File: config.mk
export PLATFORM = sky130hd
export DESIGN_NAME = quad_lut_trigger
export DESIGN_NICKNAME = d
export VERILOG_FILES = /design/src/rtl/trig_pkg.sv /design/src/rtl/trig_lut_store.sv /design/src/rtl/trig_quad_match.sv /design/src/rtl/trig_edge_glue.sv /design/src/rtl/quad_lut_trigger.sv
export SDC_FILE = /design/constraint.sdc
export NUM_CORES = 1
export LEC_CHECK = 0
export CAP_MARGIN = 20
export CELL_PAD_IN_SITES_DETAIL_PLACEMENT = 2
export CELL_PAD_IN_SITES_GLOBAL_PLACEMENT = 2
export CORE_MARGIN = 2
export CORE_UTILIZATION = 41
export DETAILED_ROUTE_END_ITERATION = 8
export MAX_ROUTING_LAYER = met4
export PLACE_DENSITY_LB_ADDON = 0.25
export SETUP_SLACK_MARGIN = 0.3
export SLEW_MARGIN = 10
export SYNTH_ARGS = -nofsm -noshare
export SYNTH_HDL_FRONTEND = slang
export SYNTH_HIERARCHICAL = 1
export SYNTH_SLANG_ARGS = --single-unit
File: constraint.sdc
create_clock -name clk -period 3.6 [get_ports clk]
set_clock_uncertainty 0.05 [all_clocks]
set_input_delay 0.72 -clock clk [delete_from_list [all_inputs] [get_ports clk]]
set_output_delay 0.72 -clock clk [all_outputs]
set_load 0.02 [all_outputs]
File: src/rtl/trig_pkg.sv
package trig_pkg;
  localparam int QUAD_W    = 4;
  localparam int NUM_QUADS = 4;
  localparam int PROBE_W   = QUAD_W * NUM_QUADS;
  localparam int TBL_D     = 1 << QUAD_W;
  localparam int GLUE_IW   = 4;
  localparam int GLUE_D    = 1 << GLUE_IW;
  localparam int NUM_SETS  = 3;
  localparam int COL_W     = 16;
  localparam int CTL_W     = 8;
  localparam int GLUE_BIT  = 4;
  localparam int SPARE_LSB = 5;
  localparam int SPARE_W   = 3;
  localparam int SEL0_LSB  = 8;
  localparam int SEL1_LSB  = 12;
  localparam logic [3:0] CMD_COMMIT = 4'h3;

  typedef logic [TBL_D-1:0]  tbl_t;
  typedef tbl_t [NUM_QUADS-1:0] qset_t;
  typedef logic [GLUE_D-1:0] glue_t;
endpackage

File: src/rtl/trig_lut_store.sv
module trig_lut_store
  import trig_pkg::*;
(
  input  logic             clk,
  input  logic             rst_n,
  input  logic             prog_en,
  input  logic             col_wr,
  input  logic [COL_W-1:0] col_data,
  input  logic             ctl_wr,
  input  logic [CTL_W-1:0] ctl_data,
  output qset_t            lvl_tab,
  output qset_t            sel0_tab,
  output qset_t            sel1_tab,
  output glue_t            glue_tab
);
  logic [COL_W-1:0]   stage_q, stage_d;
  qset_t              lvl_q, lvl_d, s0_q, s0_d, s1_q, s1_d;
  glue_t              glue_q, glue_d;
  logic               commit;
  logic [QUAD_W-1:0]  col_idx;
  logic [SPARE_W-1:0] spare_unused;

  assign spare_unused = stage_q[SPARE_LSB +: SPARE_W];
  assign commit  = ctl_wr & prog_en & (ctl_data[CTL_W-1 -: 4] == CMD_COMMIT);
  assign col_idx = ctl_data[QUAD_W-1:0];

  always_comb begin
    stage_d = col_wr ? col_data : stage_q;
    lvl_d   = lvl_q;
    s0_d    = s0_q;
    s1_d    = s1_q;
    glue_d  = glue_q;
    if (commit) begin
      for (int q = 0; q < NUM_QUADS; q++) begin
        lvl_d[q][col_idx] = stage_q[q];
        s0_d[q][col_idx]  = stage_q[SEL0_LSB + q];
        s1_d[q][col_idx]  = stage_q[SEL1_LSB + q];
      end
      glue_d[col_idx] = stage_q[GLUE_BIT];
    end
  end

  always_ff @(posedge clk or negedge rst_n) begin
    if (!rst_n) begin
      stage_q <= '0;
      lvl_q   <= '1;
      s0_q    <= '0;
      s1_q    <= '0;
      glue_q  <= '1;
    end else begin
      stage_q <= stage_d;
      lvl_q   <= lvl_d;
      s0_q    <= s0_d;
      s1_q    <= s1_d;
      glue_q  <= glue_d;
    end
  end

  assign lvl_tab  = lvl_q;
  assign sel0_tab = s0_q;
  assign sel1_tab = s1_q;
  assign glue_tab = glue_q;
endmodule

File: src/rtl/trig_quad_match.sv
module trig_quad_match
  import trig_pkg::*;
(
  input  qset_t              tab,
  input  logic [PROBE_W-1:0] probes,
  output logic               hit
);
  logic [NUM_QUADS-1:0] quad_bit;

  for (genvar q = 0; q < NUM_QUADS; q++) begin : g_quad
    assign quad_bit[q] = tab[q][probes[q*QUAD_W +: QUAD_W]];
  end

  assign hit = &quad_bit;
endmodule

File: src/rtl/trig_edge_glue.sv
module trig_edge_glue
  import trig_pkg::*;
(
  input  logic  clk,
  input  logic  rst_n,
  input  logic  smp_en,
  input  logic  cur0,
  input  logic  cur1,
  input  glue_t glue_tab,
  output logic  edge_hit
);
  logic prev0_q, prev0_d, prev1_q, prev1_d;
  logic [GLUE_IW-1:0] glue_idx;

  always_comb begin
    prev0_d = prev0_q;
    prev1_d = prev1_q;
    if (smp_en) begin
      prev0_d = cur0;
      prev1_d = cur1;
    end
  end

  always_ff @(posedge clk or negedge rst_n) begin
    if (!rst_n) begin
      prev0_q <= 1'b0;
      prev1_q <= 1'b0;
    end else begin
      prev0_q <= prev0_d;
      prev1_q <= prev1_d;
    end
  end

  assign glue_idx = {prev1_q, cur1, prev0_q, cur0};
  assign edge_hit = glue_tab[glue_idx];
endmodule

File: src/rtl/quad_lut_trigger.sv
module quad_lut_trigger
  import trig_pkg::*;
(
  input  logic               clk,
  input  logic               rst_n,
  input  logic [PROBE_W-1:0] probes,
  input  logic               smp_en,
  input  logic               arm,
  input  logic               prog_en,
  input  logic               col_wr,
  input  logic [COL_W-1:0]   col_data,
  input  logic               ctl_wr,
  input  logic [CTL_W-1:0]   ctl_data,
  output logic               trig
);
  qset_t lvl_tab, sel0_tab, sel1_tab;
  glue_t glue_tab;
  qset_t set_tab [NUM_SETS];
  logic [NUM_SETS-1:0] set_hit;
  logic edge_hit;
  logic trig_q, trig_d;

  trig_lut_store u_store (
    .clk      (clk),
    .rst_n    (rst_n),
    .prog_en  (prog_en),
    .col_wr   (col_wr),
    .col_data (col_data),
    .ctl_wr   (ctl_wr),
    .ctl_data (ctl_data),
    .lvl_tab  (lvl_tab),
    .sel0_tab (sel0_tab),
    .sel1_tab (sel1_tab),
    .glue_tab (glue_tab)
  );

  assign set_tab[0] = lvl_tab;
  assign set_tab[1] = sel0_tab;
  assign set_tab[2] = sel1_tab;

  for (genvar s = 0; s < NUM_SETS; s++) begin : g_set
    trig_quad_match u_match (
      .tab    (set_tab[s]),
      .probes (probes),
      .hit    (set_hit[s])
    );
  end

  trig_edge_glue u_edge (
    .clk      (clk),
    .rst_n    (rst_n),
    .smp_en   (smp_en),
    .cur0     (set_hit[1]),
    .cur1     (set_hit[2]),
    .glue_tab (glue_tab),
    .edge_hit (edge_hit)
  );

  always_comb begin
    trig_d = trig_q;
    if (arm)
      trig_d = 1'b0;
    else if (smp_en && !prog_en && set_hit[0] && edge_hit)
      trig_d = 1'b1;
  end

  always_ff @(posedge clk or negedge rst_n) begin
    if (!rst_n) trig_q <= 1'b0;
    else        trig_q <= trig_d;
  end

  assign trig = trig_q;
endmodule

==> flow_summary.yaml, run 1 <==
cts:
  ctsHoldBuffers: 0
  insertion_delay_ps: 530
  cts_resized: 0
  htree_levels: 1
  post_cts_buffers: 0
  cts_buffers: 28
  cts.sinks: 224
  tritoncts: "yes"
  cts_buffer_depth: 3
  clk_pin_slew_worst_paths_ps: 60
  cts_root_buf: "clkbuf_16"
cells_and_area:
  synthToLayoutAreaGrowth_pct: 19.6
  diodes: 0
  fin_util_pct: 49.7
  nets: 739
  fillerInstances: 2272
  drive_gt1_share_pct: 56.6
critical_path:
  cp_cell_sequence: "clkdlybuf4s50_1, mux4_1, mux2i_1, mux2i_1, buf_4, nand2_1, nor2_2, mux4_1, mux2i_1, mux2i_1, nand4b_1, a21oi_1"
  crit_fanout: 5
  worstPathRequired_ps: 3960
  critPathLaunchType: "primary input"
  cpPeakStageDelay_ps: 610
  worstPathArrival_ps: 3490
  path_class: "primary input to flop"
  crit_buf_inv: 2
  crit_top_cell: "mux2i_1"
  crit_family: "multiplexers"
  cp-end-kind: "flop"
  critPathSlowestCell: "mux4_1"
  regToRegSetupSlack_ps: 1010
yosys:
  ys_seq_elements: 224
  synth_most_common_cell: "mux2_2"
  ys.flop_type: "dfrtp_1"
  netlist_instances: 612
  syn-num-nets: 659
  synth-edff-count: 0
  synth_area_leaders: "dfrtp_1 (35%), mux2_2 (24%), dfstp_2 (20%), mux4_1 (13%), mux2i_1 (3.7%)"
  synthArstFlopShare_pct: 100
  synthTopCellsByCount: "mux2_2 (222), dfrtp_1 (144), dfstp_2 (80)"
  syn_area_mm2: 0.0104
  synthDistinctLibCells: 26
  yosys.area.top_type: "dfrtp_1"
  yosysWarnings: 6
  synth_top_area_share_pct: 34.6
  ys_seq_area_share_pct: 54.7
  synth.avg_cell_area_um2: 17.0
placement:
  io_buffers: 44
  routabilityCongestion: 0.731
  dp_hpwl_mm: 16.2
floorplanning:
  io_pins: 48
  fp.dieW_um: 163
  die_h_um: 163
  core-area_mm2: 0.0251
  die_area_mm2: 0.0267
  initial_utilization_pct: 41.5
  fp-row-count: 58
power:
  p_per_area_mw_per_mm2: 472
  switching_power_w: 0.00130
  seqPwrFrac_pct: 46.1
  ir_worst_vdd_mv: 0.387
  pwr-share-clk_pct: 48.1
  p_int_w: 0.00459
  combPwrFrac_pct: 5.7
  p_leak_nw: 5.84
  p_sw_share_pct: 22.1
routing:
  viasPerCell: 5.52
  topRoutingLayerUsed: "met4"
  num_vias: 5767
  post_drt_wl_per_cell_um: 25.0
  drc: 0
  drtAntennaViolNets: 0
  m1WireLength_mm: 11.6
  wirelength_mm: 26.1
  wl_met2_mm: 13.1
  drt_iter0_drc: 229
  drt_pre_antenna_iters: 4
  wl_met3_mm: 1.01
global_routing:
  grt.total_usage_pct: 21.3
  grt.overflow.total: 0
  grt_pass1_wl_mm: 41.2
  grt_max_degree: 94
  antenna_found_initial: 0
  grt_pass1_vias: 6645
sta:
  hold_violations: 0
  finalMaxSlewViolations: 0
  relSlewSlack_pct: 49.8
  rsz0062_at_grt: "false"
  period_needed_ps: 3130
  fmax_mhz: 319
  whs_ps: 126
  tightest_slew_ps: 754
  finalCritPeriodShare_pct: 87.0
  setup_viol: 0
flow_run:
  drv_cap: 0
worst_hold_path:
  hold_class: "primary input to async pin"
outcome:
  status: "finished, final reports clean"
[routing by layer]
layer | vias to the layer above | track usage, %
met2 | 95 | 35.3
met5 | - | -
li1 | 2529 | -
met3 | 32 | 2.72
met4 | 0 | 4.78
met1 | 3111 | 28.4
[worst register-to-register path: stages, from the launching register on]
cell and delay (ps):
dfrtp_1 360, mux4_1 230, mux2i_1 80, mux2i_1 260
nand2_1 170, nor2_2 280, mux4_1 610, mux2i_1 140
mux2i_1 90, nand4b_1 120, a21oi_1 80
[cells in the final DEF (no fill, tap or decap)]
| cell type | n |
|---|---|
| mux2i_1 | 39 |
| clkinv_2 | 6 |
| clkbuf_8 | 8 |
| mux2_2 | 222 |
| buf_4 | 39 |
| nand4_1 | 2 |
| nor4_4 | 2 |
| nor2_1 | 3 |
| bufinv_16 | 1 |
| and4bb_2 | 2 |
| dfrtp_1 | 144 |
| nand3_1 | 1 |
| nand2_1 | 8 |
| nor3_2 | 7 |
| clkdlybuf4s50_1 | 43 |
| inv_1 | 1 |
| buf_8 | 1 |
| clkbuf_1 | 6 |
| a21oi_1 | 1 |
| nand2b_1 | 1 |
| and4b_1 | 1 |
| dfstp_2 | 80 |
| clkbuf_16 | 31 |
| nand4b_1 | 5 |
| nand4bb_1 | 1 |
| mux4_1 | 52 |
| buf_12 | 2 |
| or4_1 | 1 |
| nor2_2 | 1 |
| mux2_1 | 1 |
| nor4b_4 | 2 |
[cells by family (layout without fill, tap and decap cells)]
logic type	Yosys count	after routing	share of synthesized area (%)
muxes	314	314	40.9
DFF	224	224	54.7
and+or+nand+nor	37	37	2.65
buffers and inverters	36	138	1.67
AOI/OAI and AO/OA	1	1	0.0479
[flip-flops by register name, summed over array words and instances (netlist names)]
register          count
u_store/glue_tab     16
u_edge/prev1_q        1
trig                  1
u_store/stage_q      13
u_store/sel0_tab     64
u_store/lvl_tab      64
u_edge/prev0_q        1
u_store/sel1_tab     64
[worst paths after layout]
kind,end,from,cells past startpoint
setup / recovery,trig,probes[4],12
hold / removal,u_store/sel1_tab[10],rst_n,1
setup reg to reg,trig,u_store/sel0_tab[53],10
hold reg to reg,u_store/sel1_tab[9],u_store/sel1_tab[9],1
max in group asynchronous,u_store/lvl_tab[6],rst_n,2
min in group clk,u_store/sel1_tab[9],u_store/sel1_tab[9],1
[stage by stage]
stage / TNS [ps] / total power (W) / std cells / cell area (µm²) / worst slack (ps)
floorplan: 0 / 0.00288 / 612 / 10400 / 956
global placement: -89.3 / 0.00307 / 992 / 11500 / -89.3
detailed placement: -203 / 0.00310 / 992 / 11500 / -203
CTS: 0 / 0.00597 / 1044 / 12500 / 346
global route: 0 / 0.00612 / 1044 / 12500 / 311
finish: 0 / 0.00589 / 1044 / 12500 / 468
[power by group through the flow]
stage / registers, W / logic, W / clock network, W
3_5_place_dp: 0.00276 / 0.000343 / 0
3_3_place_gp: 0.00274 / 0.000328 / 0
4_1_cts: 0.00272 / 0.000347 / 0.00290
5_1_grt: 0.00273 / 0.000368 / 0.00302
2_1_floorplan: 0.00270 / 0.000180 / 0
6_report: 0.00272 / 0.000338 / 0.00284
[area by class of cell]
class	instances	area, µm²	share of cell area (%)
tap	330	413	3.31
timing repair buffer	85	778	6.24
sequential	224	5710	45.8
clock buffer	45	908	7.28
multi-input combinational	352	4600	36.9
clock inverter	7	60.1	0.482
inverter	1	3.75	0.0301
Power figures use the tool's default switching activity.
==> run 2: changes to the inputs <==
CTS_CLUSTER_DIAMETER = 150   (was not set)
GPL_ROUTABILITY_DRIVEN = 0   (was not set)
==> results of run 2 <==
Final layout, timing and power as in run 1 (identical DEF).
==> run 3: changes to the inputs <==
--- a/config.mk
+++ b/config.mk
@@ -14,4 +14,5 @@
 export DETAILED_ROUTE_END_ITERATION = 8
 export GPL_ROUTABILITY_DRIVEN = 0
+export GPL_TIMING_DRIVEN = 0
 export MAX_ROUTING_LAYER = met4
 export PLACE_DENSITY_LB_ADDON = 0.25
==> constraint.sdc (replaced) <==
create_clock -name clk -period 3.6 [get_ports clk]
set_clock_uncertainty 0.05 [all_clocks]
set_input_delay 0.54 -clock clk [delete_from_list [all_inputs] [get_ports clk]]
set_output_delay 0.54 -clock clk [all_outputs]
set_load 0.02 [all_outputs]
==> run 3 against run 2 <==
The flow now finishes with violations (hold timing). Critical path depth down 1. Non-clock buffer count down 3. Combinational power up 8.3%. Largest cell class unchanged. Sequential cell count unchanged.
==> flow_summary.yaml, run 3 (synthesized netlist as in run 1, its figures left out) <==
global_routing:
  grt.overflow.total: 0
  grt_pass1_vias: 6767
  grt_max_degree: 119
  grt_pass1_wl_mm: 43.6
  antenna_found_initial: 0
  grt.total_usage_pct: 23.0
power:
  pwr-share-clk_pct: 47.6
  p_per_area_mw_per_mm2: 475
  seqPwrFrac_pct: 46.1
  switching_power_w: 0.00132
  p_int_w: 0.00450
  p_leak_nw: 5.73
  p_sw_share_pct: 22.6
  combPwrFrac_pct: 6.3
  ir_worst_vdd_mv: 0.358
critical_path:
  worstPathRequired_ps: 3960
  reg2reg_depth: 10
  worstPathArrival_ps: 3490
  critPathLaunchType: "primary input"
  cp-end-kind: "flop"
  path_class: "primary input to flop"
  crit_fanout: 12
sta:
  relSlewSlack_pct: 23.6
  whs_ps: -19.3
  fmax_mhz: 319
  setup_viol: 0
  hold_violations: 6
  finalMaxSlewViolations: 0
  fin_setup_tns_ps: 0
  finalCritPeriodShare_pct: 87.1
  period_needed_ps: 3140
  tightest_slew_ps: 1140
  rsz0062_at_grt: "false"
  fin_ws_ps: 464
routing:
  drc: 0
  post_drt_wl_per_cell_um: 27.5
  drt_pre_antenna_iters: 5
  viasPerCell: 5.66
  drtAntennaViolNets: 0
  wirelength_mm: 28.5
  num_vias: 5877
  drt_iter0_drc: 281
cells_and_area:
  mostFrequentLayoutCell: "mux2_2"
  drive_gt1_share_pct: 53.8
  diodes: 0
  final_cell_mix: "mux2_2 (222), dfrtp_1 (144), dfstp_2 (80)"
  fillerInstances: 2296
  synthToLayoutAreaGrowth_pct: 17.5
  nets: 735
  fin_util_pct: 48.8
floorplanning:
  io_pins: 48
  core-area_mm2: 0.0251
  die_area_mm2: 0.0267
  die_h_um: 163
  fp-row-count: 58
  initial_utilization_pct: 41.5
  fp.dieW_um: 163
worst_hold_path:
  hold_class: "primary input to async pin"
cts:
  insertion_delay_ps: 530
  cts_root_buf: "clkbuf_16"
  tritoncts: "yes"
  htree_levels: 1
  cts_buffer_depth: 3
  clk_pin_slew_worst_paths_ps: 60
  cts_buffers: 27
  cts.sinks: 224
  ctsHoldBuffers: 0
outcome:
  status: "finished, violations left"
  failed_checks: "hold timing"
flow_run:
  drv_cap: 0
placement:
  io_buffers: 44
  pre_cts_slack_ps: -689
  dp_hpwl_mm: 17.9
-- run 3: changes by cell type in the layout (fill, tap and decap cells not counted), sizes merged --
| cell | before | now |
|---|---|---|
| clkbuf | 45 | 55 |
| clkinv | 6 | 7 |
| buf | 42 | 24 |
| bufinv | 1 | 2 |
| clkdlybuf4s15 | 0 | 1 |
| inv | 1 | 2 |
| dlygate4sd2 | 0 | 3 |
| dlymetal6s2s | 0 | 2 |
| clkdlybuf4s50 | 43 | 36 |
-- run 3: area by class of cell --
| cell class | instances | area [µm²] | area share, % |
|---|---|---|---|
| clock buffer | 39 | 815 | 6.65 |
| sequential | 224 | 5710 | 46.6 |
| timing repair buffer | 47 | 490 | 4.00 |
| inverter | 1 | 3.75 | 0.0306 |
| tap | 330 | 413 | 3.37 |
| buffer | 35 | 170 | 1.39 |
| multi-input combinational | 352 | 4550 | 37.1 |
| clock inverter | 10 | 104 | 0.848 |
-- run 3: routing by layer --
layer | GRT usage, % | wire length [µm]
met1 | 30.2 | 12400
met2 | 38.2 | 14400
met3 | 2.82 | 1090
met4 | 5.86 | 613
met5 | - | 0
-- run 3: power by group through the flow --
stage,logic (W),clock network [W],registers [W]
after floorplan,0.000180,0,0.00270
after global placement,0.000348,0,0.00272
after detailed placement,0.000375,0,0.00273
after CTS,0.000375,0.00284,0.00269
after global routing,0.000400,0.00293,0.00270
final,0.000366,0.00277,0.00269
-- run 3: through the flow --
| stage | total power [W] | cells | instance area (µm²) |
|---|---|---|---|
| detailed placement | 0.00310 | 989 | 11300 |
| finish | 0.00582 | 1038 | 12300 |
| floorplan | 0.00288 | 612 | 10400 |
| global route | 0.00603 | 1038 | 12300 |
| CTS | 0.00590 | 1038 | 12300 |
| global placement | 0.00306 | 986 | 11300 |
-- run 3: path summary, 6_finish.rpt --
path | from | end | slack, ps
max | probes[0] | trig | 460
min reg2reg | u_store/sel0_tab[9] | u_store/sel0_tab[9] | 450
max reg2reg | u_store/sel0_tab[25] | trig | 880
min | rst_n | u_store/stage_q[12] | -20
min in group clk | u_store/sel0_tab[9] | u_store/sel0_tab[9] | 450
max in group asynchronous | rst_n | u_store/sel0_tab[28] | 2460
-- run 3: critical path, cell delays in order --
cell and delay (ps):
dlygate4sd2_1 730, mux4_1 420, mux2i_1 80, mux2i_1 160, nand2_1 120, nor2_2 320, mux4_1 640, mux2i_1 180
mux2i_1 110, nand4b_1 110, a21oi_1 80
-- run 3: what timing repair did --
| item | in CTS | in global routing |
|---|---|---|
| endpoints found under the setup margin | 1 | 1 |
| gates cloned | 0 | 0 |
| setup buffers | 0 | 0 |
| gates resized for setup | 8 | 4 |
